--- config.mk ---
export PLATFORM = sky130hd
export DESIGN_NAME = xlat_cache
export DESIGN_NICKNAME = d
export VERILOG_FILES = /design/src/rtl/xlat_pkg.sv /design/src/rtl/xlat_ctrl.sv /design/src/rtl/xlat_dpath.sv /design/src/rtl/xlat_cache.sv
export SDC_FILE = /design/constraint.sdc
export NUM_CORES = 2
export LEC_CHECK = 0
export BUFFER_PORTS_ARGS = -buffer_cell sky130_fd_sc_hd__buf_2
export CAP_MARGIN = 25
export CORE_ASPECT_RATIO = 0.9
export CORE_UTILIZATION = 38
export CTS_BUF_LIST = sky130_fd_sc_hd__clkbuf_4 sky130_fd_sc_hd__clkbuf_8 sky130_fd_sc_hd__clkbuf_16
export CTS_CLUSTER_DIAMETER = 150
export CTS_CLUSTER_SIZE = 10
export DETAILED_ROUTE_END_ITERATION = 8
export GPL_TIMING_DRIVEN = 1
export PLACE_DENSITY_LB_ADDON = 0.08
export SYNTH_ARGS = -nofsm -noshare
export SYNTH_HDL_FRONTEND = slang
export SYNTH_SLANG_ARGS = --single-unit
--- constraint.sdc ---
create_clock -name clk -period 9.1 [get_ports clk]
set_clock_uncertainty 0.15 [all_clocks]
set_input_delay 1.365 -clock clk [delete_from_list [all_inputs] [get_ports clk]]
set_output_delay 1.365 -clock clk [all_outputs]
set_load 0.005 [all_outputs]
--- src/rtl/xlat_pkg.sv ---
package xlat_pkg;
  localparam int VPN_W = 20;
  localparam int OFF_W = 12;
  localparam int PPN_W = 20;
  localparam int IDX_W = 7;   // enough for up to 128 entries

  localparam logic [1:0] ACC_READ  = 2'b00;
  localparam logic [1:0] ACC_WRITE = 2'b01;
  localparam logic [1:0] ACC_EXEC  = 2'b10;

  // strobes from control to datapath
  typedef struct packed {
    logic             wrEn;
    logic             clrAll;
    logic [IDX_W-1:0] wrIdx;
  } strobe_t;
endpackage

--- src/rtl/xlat_ctrl.sv ---
module xlat_ctrl
  import xlat_pkg::*;
#(
  parameter int NUM_ENTRIES = 64
) (
  input  logic                   clk,
  input  logic                   rstN,
  input  logic                   fillValid,
  input  logic                   flushAll,
  input  logic [NUM_ENTRIES-1:0] validVec,
  input  logic [NUM_ENTRIES-1:0] fillMatchVec,
  output strobe_t                strb
);
  localparam logic [IDX_W-1:0] LAST_IDX = IDX_W'(NUM_ENTRIES - 1);

  logic [IDX_W-1:0] rrPtr;
  logic [IDX_W-1:0] matchIdx, freeIdx;
  logic             anyMatch, anyFree, evict;

  // lowest-indexed matching entry and lowest-indexed free entry
  always_comb begin
    matchIdx = '0;
    anyMatch = 1'b0;
    freeIdx  = '0;
    anyFree  = 1'b0;
    for (int i = NUM_ENTRIES - 1; i >= 0; i--) begin
      if (fillMatchVec[i]) begin
        matchIdx = IDX_W'(i);
        anyMatch = 1'b1;
      end
      if (!validVec[i]) begin
        freeIdx = IDX_W'(i);
        anyFree = 1'b1;
      end
    end
  end

  always_comb begin
    strb.clrAll = flushAll;
    strb.wrEn   = fillValid && !flushAll;
    if (anyMatch)     strb.wrIdx = matchIdx;
    else if (anyFree) strb.wrIdx = freeIdx;
    else              strb.wrIdx = rrPtr;
  end

  assign evict = strb.wrEn && !anyMatch && !anyFree;

  always_ff @(posedge clk or negedge rstN) begin
    if (!rstN)      rrPtr <= '0;
    else if (evict) rrPtr <= (rrPtr == LAST_IDX) ? '0 : rrPtr + 1'b1;
  end
endmodule

--- src/rtl/xlat_dpath.sv ---
module xlat_dpath
  import xlat_pkg::*;
#(
  parameter int NUM_ENTRIES = 64,
  parameter int CTX_W       = 4,
  parameter bit USE_CTX     = 1'b1
) (
  input  logic                   clk,
  input  logic                   rstN,
  input  strobe_t                strb,
  input  logic                   lookupValid,
  input  logic [31:0]            lookupVa,
  input  logic [1:0]             lookupAcc,
  input  logic [CTX_W-1:0]       lookupCtx,
  input  logic [VPN_W-1:0]       fillVpn,
  input  logic [CTX_W-1:0]       fillCtx,
  input  logic [PPN_W-1:0]       fillPpn,
  input  logic [2:0]             fillPerm,
  output logic [NUM_ENTRIES-1:0] validVec,
  output logic [NUM_ENTRIES-1:0] fillMatchVec,
  output logic                   respValid,
  output logic                   respHit,
  output logic [31:0]            respPa,
  output logic                   respFault
);
  logic [NUM_ENTRIES-1:0] validQ, wrSel, lookMatch, hitOne;
  logic [VPN_W-1:0]       vpnQ  [NUM_ENTRIES];
  logic [CTX_W-1:0]       ctxQ  [NUM_ENTRIES];
  logic [PPN_W-1:0]       ppnQ  [NUM_ENTRIES];
  logic [2:0]             permQ [NUM_ENTRIES];

  logic [PPN_W-1:0] ppnSel;
  logic [2:0]       permSel;
  logic             hitAny, permOk;

  wire [VPN_W-1:0] lookVpn = lookupVa[31:OFF_W];

  for (genvar g = 0; g < NUM_ENTRIES; g++) begin : g_ent
    logic lookCtxOk, fillCtxOk;
    if (USE_CTX) begin : g_ctx
      assign lookCtxOk = (ctxQ[g] == lookupCtx);
      assign fillCtxOk = (ctxQ[g] == fillCtx);
    end else begin : g_noctx
      assign lookCtxOk = 1'b1;
      assign fillCtxOk = 1'b1;
    end
    assign lookMatch[g]    = validQ[g] && (vpnQ[g] == lookVpn) && lookCtxOk;
    assign fillMatchVec[g] = validQ[g] && (vpnQ[g] == fillVpn) && fillCtxOk;
    assign wrSel[g]        = strb.wrEn && (strb.wrIdx == IDX_W'(g));
  end

  assign validVec = validQ;

  always_ff @(posedge clk or negedge rstN) begin
    if (!rstN)            validQ <= '0;
    else if (strb.clrAll) validQ <= '0;
    else                  validQ <= validQ | wrSel;
  end

  always_ff @(posedge clk) begin
    for (int i = 0; i < NUM_ENTRIES; i++) begin
      if (wrSel[i]) begin
        vpnQ[i]  <= fillVpn;
        ctxQ[i]  <= fillCtx;
        ppnQ[i]  <= fillPpn;
        permQ[i] <= fillPerm;
      end
    end
  end

  // lowest-indexed match wins, then an AND-OR read mux
  always_comb begin
    hitOne  = '0;
    hitAny  = 1'b0;
    ppnSel  = '0;
    permSel = '0;
    for (int i = 0; i < NUM_ENTRIES; i++) begin
      if (lookMatch[i] && !hitAny) begin
        hitOne[i] = 1'b1;
        hitAny    = 1'b1;
      end
    end
    for (int i = 0; i < NUM_ENTRIES; i++) begin
      if (hitOne[i]) begin
        ppnSel  = ppnSel  | ppnQ[i];
        permSel = permSel | permQ[i];
      end
    end
  end

  always_comb begin
    case (lookupAcc)
      ACC_READ:  permOk = permSel[0];
      ACC_WRITE: permOk = permSel[1];
      ACC_EXEC:  permOk = permSel[2];
      default:   permOk = 1'b0;
    endcase
  end

  always_ff @(posedge clk or negedge rstN) begin
    if (!rstN) begin
      respValid <= 1'b0;
      respHit   <= 1'b0;
      respFault <= 1'b0;
      respPa    <= '0;
    end else begin
      respValid <= lookupValid;
      respHit   <= lookupValid && hitAny;
      respFault <= lookupValid && hitAny && !permOk;
      respPa    <= (lookupValid && hitAny) ? {ppnSel, lookupVa[OFF_W-1:0]} : '0;
    end
  end
endmodule

--- src/rtl/xlat_cache.sv ---
module xlat_cache
  import xlat_pkg::*;
#(
  parameter int NUM_ENTRIES = 64,
  parameter int CTX_W       = 4,
  parameter bit USE_CTX     = 1'b1
) (
  input  logic             clk,
  input  logic             rstN,
  input  logic             lookupValid,
  input  logic [31:0]      lookupVa,
  input  logic [1:0]       lookupAcc,
  input  logic [CTX_W-1:0] lookupCtx,
  input  logic             fillValid,
  input  logic [19:0]      fillVpn,
  input  logic [CTX_W-1:0] fillCtx,
  input  logic [19:0]      fillPpn,
  input  logic [2:0]       fillPerm,
  input  logic             flushAll,
  output logic             respValid,
  output logic             respHit,
  output logic [31:0]      respPa,
  output logic             respFault
);
  strobe_t                strb;
  logic [NUM_ENTRIES-1:0] validVec, fillMatchVec;

  xlat_ctrl #(.NUM_ENTRIES(NUM_ENTRIES)) u_ctrl (
    .clk(clk), .rstN(rstN), .fillValid(fillValid), .flushAll(flushAll),
    .validVec(validVec), .fillMatchVec(fillMatchVec), .strb(strb)
  );

  xlat_dpath #(.NUM_ENTRIES(NUM_ENTRIES), .CTX_W(CTX_W), .USE_CTX(USE_CTX)) u_dpath (
    .clk(clk), .rstN(rstN), .strb(strb),
    .lookupValid(lookupValid), .lookupVa(lookupVa), .lookupAcc(lookupAcc),
    .lookupCtx(lookupCtx), .fillVpn(fillVpn), .fillCtx(fillCtx),
    .fillPpn(fillPpn), .fillPerm(fillPerm),
    .validVec(validVec), .fillMatchVec(fillMatchVec),
    .respValid(respValid), .respHit(respHit), .respPa(respPa), .respFault(respFault)
  );
endmodule

==> summary.md <==
| Metric | Value |
|---|---|
| P_leak | `52.7 nW` |
| Register-to-Register Path Depth | `17` |
| First-pass GRT wire length | `729 mm` |
| Final Instance Area | `0.161 mm2` |
| Final worst setup slack | `1.80 ns` |
| Clk sink count | `3114` |
| Logic pwr share | `6.1%` |
| Layout cells sized above 1 | `12.3%` |
| Hold slack | `0.197 ns` |
| I/O Buffers | `124` |
| Largest family of logic cells by synthesized area | `XOR/XNOR gates` |
| Resized cells post-CTS | `0` |
| Post-synth top area cell | `edfxtp_1` |
| Post-layout util | `43.5%` |
| RSZ-0062 raised after global routing | `false` |
| Yosys reg bits | `3114` |
| Switch share | `23.1%` |
| CP Class | `input port to flop` |
| Post-Syn Nets | `9807` |
| I/O pin total | `125` |
| DR vias | `87600` |
| DRT Pass-1 Iters | `7` |
| Int Pwr | `23.7 mW` |
| Post-synth EDFFs | `3008` |
| Worst r2r src | `u_dpath.vpnQ[0][267]$_DFFE_PP_` |
| Layout area overhead | `13.9%` |
| Starting density of the core | `38.2%` |
| Reg power frac | `51.1%` |
| Post-route ant nets | `0` |
| Initial antenna violation count | `21` |
| Crit path DAT | `7.95 ns` |
| Vias/cell | `5.74` |
| CTS root buffer | `clkbuf_16` |
| Number of fillers in the final layout | `33300` |
| R2R setup slack | `2.61 ns` |
| Vias in the first global route | `87100` |
| Fmax | `137 MHz` |
| Worst slack, placed | `0.691 ns` |
| Peak VDD IR | `0.190 mV` |
| Clock power frac | `42.8%` |
| Fin crit period | `7.30 ns` |
| Count of cell types in the netlist | `83` |
| Wire per inst | `34.8 um` |
| Status | `complete, no violations` |
| Sequential-to-total area share from yosys stat | `65.6%` |
| Placed Area | `0.151 mm2` |
| Synth Area per Inst | `14.6 um2` |
| Largest cells by area after synthesis | `edfxtp_1 (64%), xor2_1 (11%), xnor2_1 (8.4%), nand4_1 (2.2%), dfrtp_1 (1.9%)` |
| Max-Cap Viols | `0` |
| Grt total ovfl | `0` |
| Largest net degree at the start of global routing | `66` |
| Top cell type's share of synthesized area | `63.7%` |
| Final setup TNS | `0 ns` |
| Top_reg_cell synth | `edfxtp_1` |
| Final Routed Wirelength | `531 mm` |
| CP endpoint kind | `flop` |
| Post-CTS Hold Fix Bufs | `0` |
| Pwr Total | `30.8 mW` |
| Non-filler instance count after layout | `15300` |
| Core area | `0.371 mm2` |
| Placement row count | `212` |
| Final nets | `10300` |
| Synth Area in Adders | `0.00883%` |
| Synth Area in Simple Gates | `7.53%` |
| Maximum root-to-sink buffer count | `4` |
| H-tree depth | `5` |
| P_sw | `7.12 mW` |
| Max_slew headroom | `19.1%` |
| All-Layer GR Usage | `27.7%` |
| Syn Std Cell Area | `0.142 mm2` |
| Mux share of post-synthesis cell area | `0.255%` |
| Clk Latency, worst-skew pair | `0.99 ns` |
| Fin crit share | `80.2%` |
| Compound-gate portion of the synthesized area | `4.95%` |
| Post-synth ARST share | `3.40%` |
| Clock transition at path regs | `0.05 ns` |
| Cell count after placement | `14800` |
| Routability cong. | `0.899` |
| Pwr dens | `191 mW/mm2` |
| Post-CTS Setup Bufs | `0` |
| Fin. Hold Viols | `0` |
| Worst slew pin tran | `1.20 ns` |
| Post-Synth XOR/XNOR Area | `19.0%` |
| HPWL Detailed | `332 mm` |
| Most frequent cells in the layout | `edfxtp_1 (3008), xor2_1 (1711), xnor2_1 (1357)` |
| Die height | `581 um` |
| Cells after Synth | `9716` |
| CTS tree | `built` |
| Min-Delay Path Class | `input port to asynchronous set/reset pin` |
| DRT iter0 DRCs | `9607` |
| Die ar. | `0.375 mm2` |
| Drt drc | `0` |
| Worst r2r dst | `u_dpath.respPa[19]$_DFF_PN0_` |
| Critical Path Fanout Max | `20` |
| Setup-failing EPs final | `0` |
| Num CTS Buffers | `349` |
| Die W | `646 um` |
| Commonest non-fill, non-tap cell in the layout | `edfxtp_1` |
| Ys Warns | `0` |
| Slew Viols, Final | `0` |
| CP Launch Type | `input port` |
| Critical path required time | `9.75 ns` |
sequential cells by signal, indices dropped and copies added, names as in the netlist:
signal and cells:
u_dpath.ppnQ 1280, u_dpath.respHit 1, u_dpath.respFault 1, u_dpath.respValid 1, u_dpath.validVec 64, u_dpath.vpnQ 1280, u_dpath.respPa 32, u_dpath.permQ 192
u_dpath.ctxQ 256, u_ctrl.rrPtr 7
how the worst max path moves through the flow:
stage / start / to / depth (start not counted)
after floorplan: fillVpn[18] / u_dpath.ctxQ[1][72]$_DFFE_PP_ / 18
after global placement: lookupVa[26] / u_dpath.respPa[19]$_DFF_PN0_ / 19
after detailed placement: lookupVa[26] / u_dpath.respPa[19]$_DFF_PN0_ / 19
after CTS: lookupCtx[3] / u_dpath.respPa[19]$_DFF_PN0_ / 17
after global routing: lookupCtx[3] / u_dpath.respPa[19]$_DFF_PN0_ / 17
final: lookupCtx[3] / u_dpath.respPa[19]$_DFF_PN0_ / 17
kinds of logic after synthesis:
logic type | after synthesis
compound gates | 933
flops | 3114
mux | 35
buf+inv | 636
xor+xnor | 3074
fa+ha+maj | 1
simple gates | 1923
synth_stat cells, drive strengths merged, types with 10 or more instances:
library cell	n
edfxtp	3008
xor2	1711
xnor2	1363
nand4	497
nor4	424
buf	375
nand2	280
a22oi	279
nor3	227
nand3	194
nor2	142
clkbuf	134
a222oi	128
inv	127
a21oi	120
o21ai	111
dfrtp	106
a221oi	95
a31oi	33
and3	31
a2111oi	28
and2	28
mux2i	26
a22o	24
a41oi	23
a211oi	22
o21ba	22
nor2b	19
nand2b	17
nand3b	17
o211ai	11
or3	10
layer usage:
metal | share of wire [%] | wire [um] | GRT usage (%)
met1 | 44 | 236000 | 39.5
met2 | 47 | 249000 | 44.9
met3 | 5.8 | 31000 | 3.01
met4 | 3.0 | 15900 | 7.69
met5 | 0 | 0 | 0
power groups by stage:
stage | Combinational, mW | Sequential, mW | Clock [mW]
floorplan | 0.921 | 16.0 | 0
global placement | 1.90 | 16.0 | 0
detailed placement | 1.89 | 16.0 | 0
CTS | 1.90 | 15.7 | 13.4
global route | 1.97 | 15.7 | 13.9
finish | 1.89 | 15.7 | 13.2
critical path, stage by stage:
cell	delay [ns]
buf_6	0.39
buf_4	0.53
xnor2_1	0.18
nand4_1	0.13
nor4_1	0.40
nand4_1	0.86
nand4_1	0.51
nand2b_1	0.37
or3_1	0.20
nand2b_1	0.75
buf_4	0.26
o21ai_1	0.06
a221oi_1	0.34
nand4_1	0.38
a2111oi_0	0.83
buf_4	0.23
a41oi_1	0.10
cell type report:
class / instances / area, um2 / area share (%)
inverters: 127 / 477 / 0.295
clock inverters: 20 / 404 / 0.250
multi-input cells: 5966 / 45400 / 28.1
well taps: 4922 / 6160 / 3.82
flip-flops and latches: 3114 / 93000 / 57.6
repair buffers: 635 / 6230 / 3.86
clock buffers: 459 / 9680 / 6.00
diodes: 10 / 25.0 / 0.0155
Power figures use the tool's default switching activity.
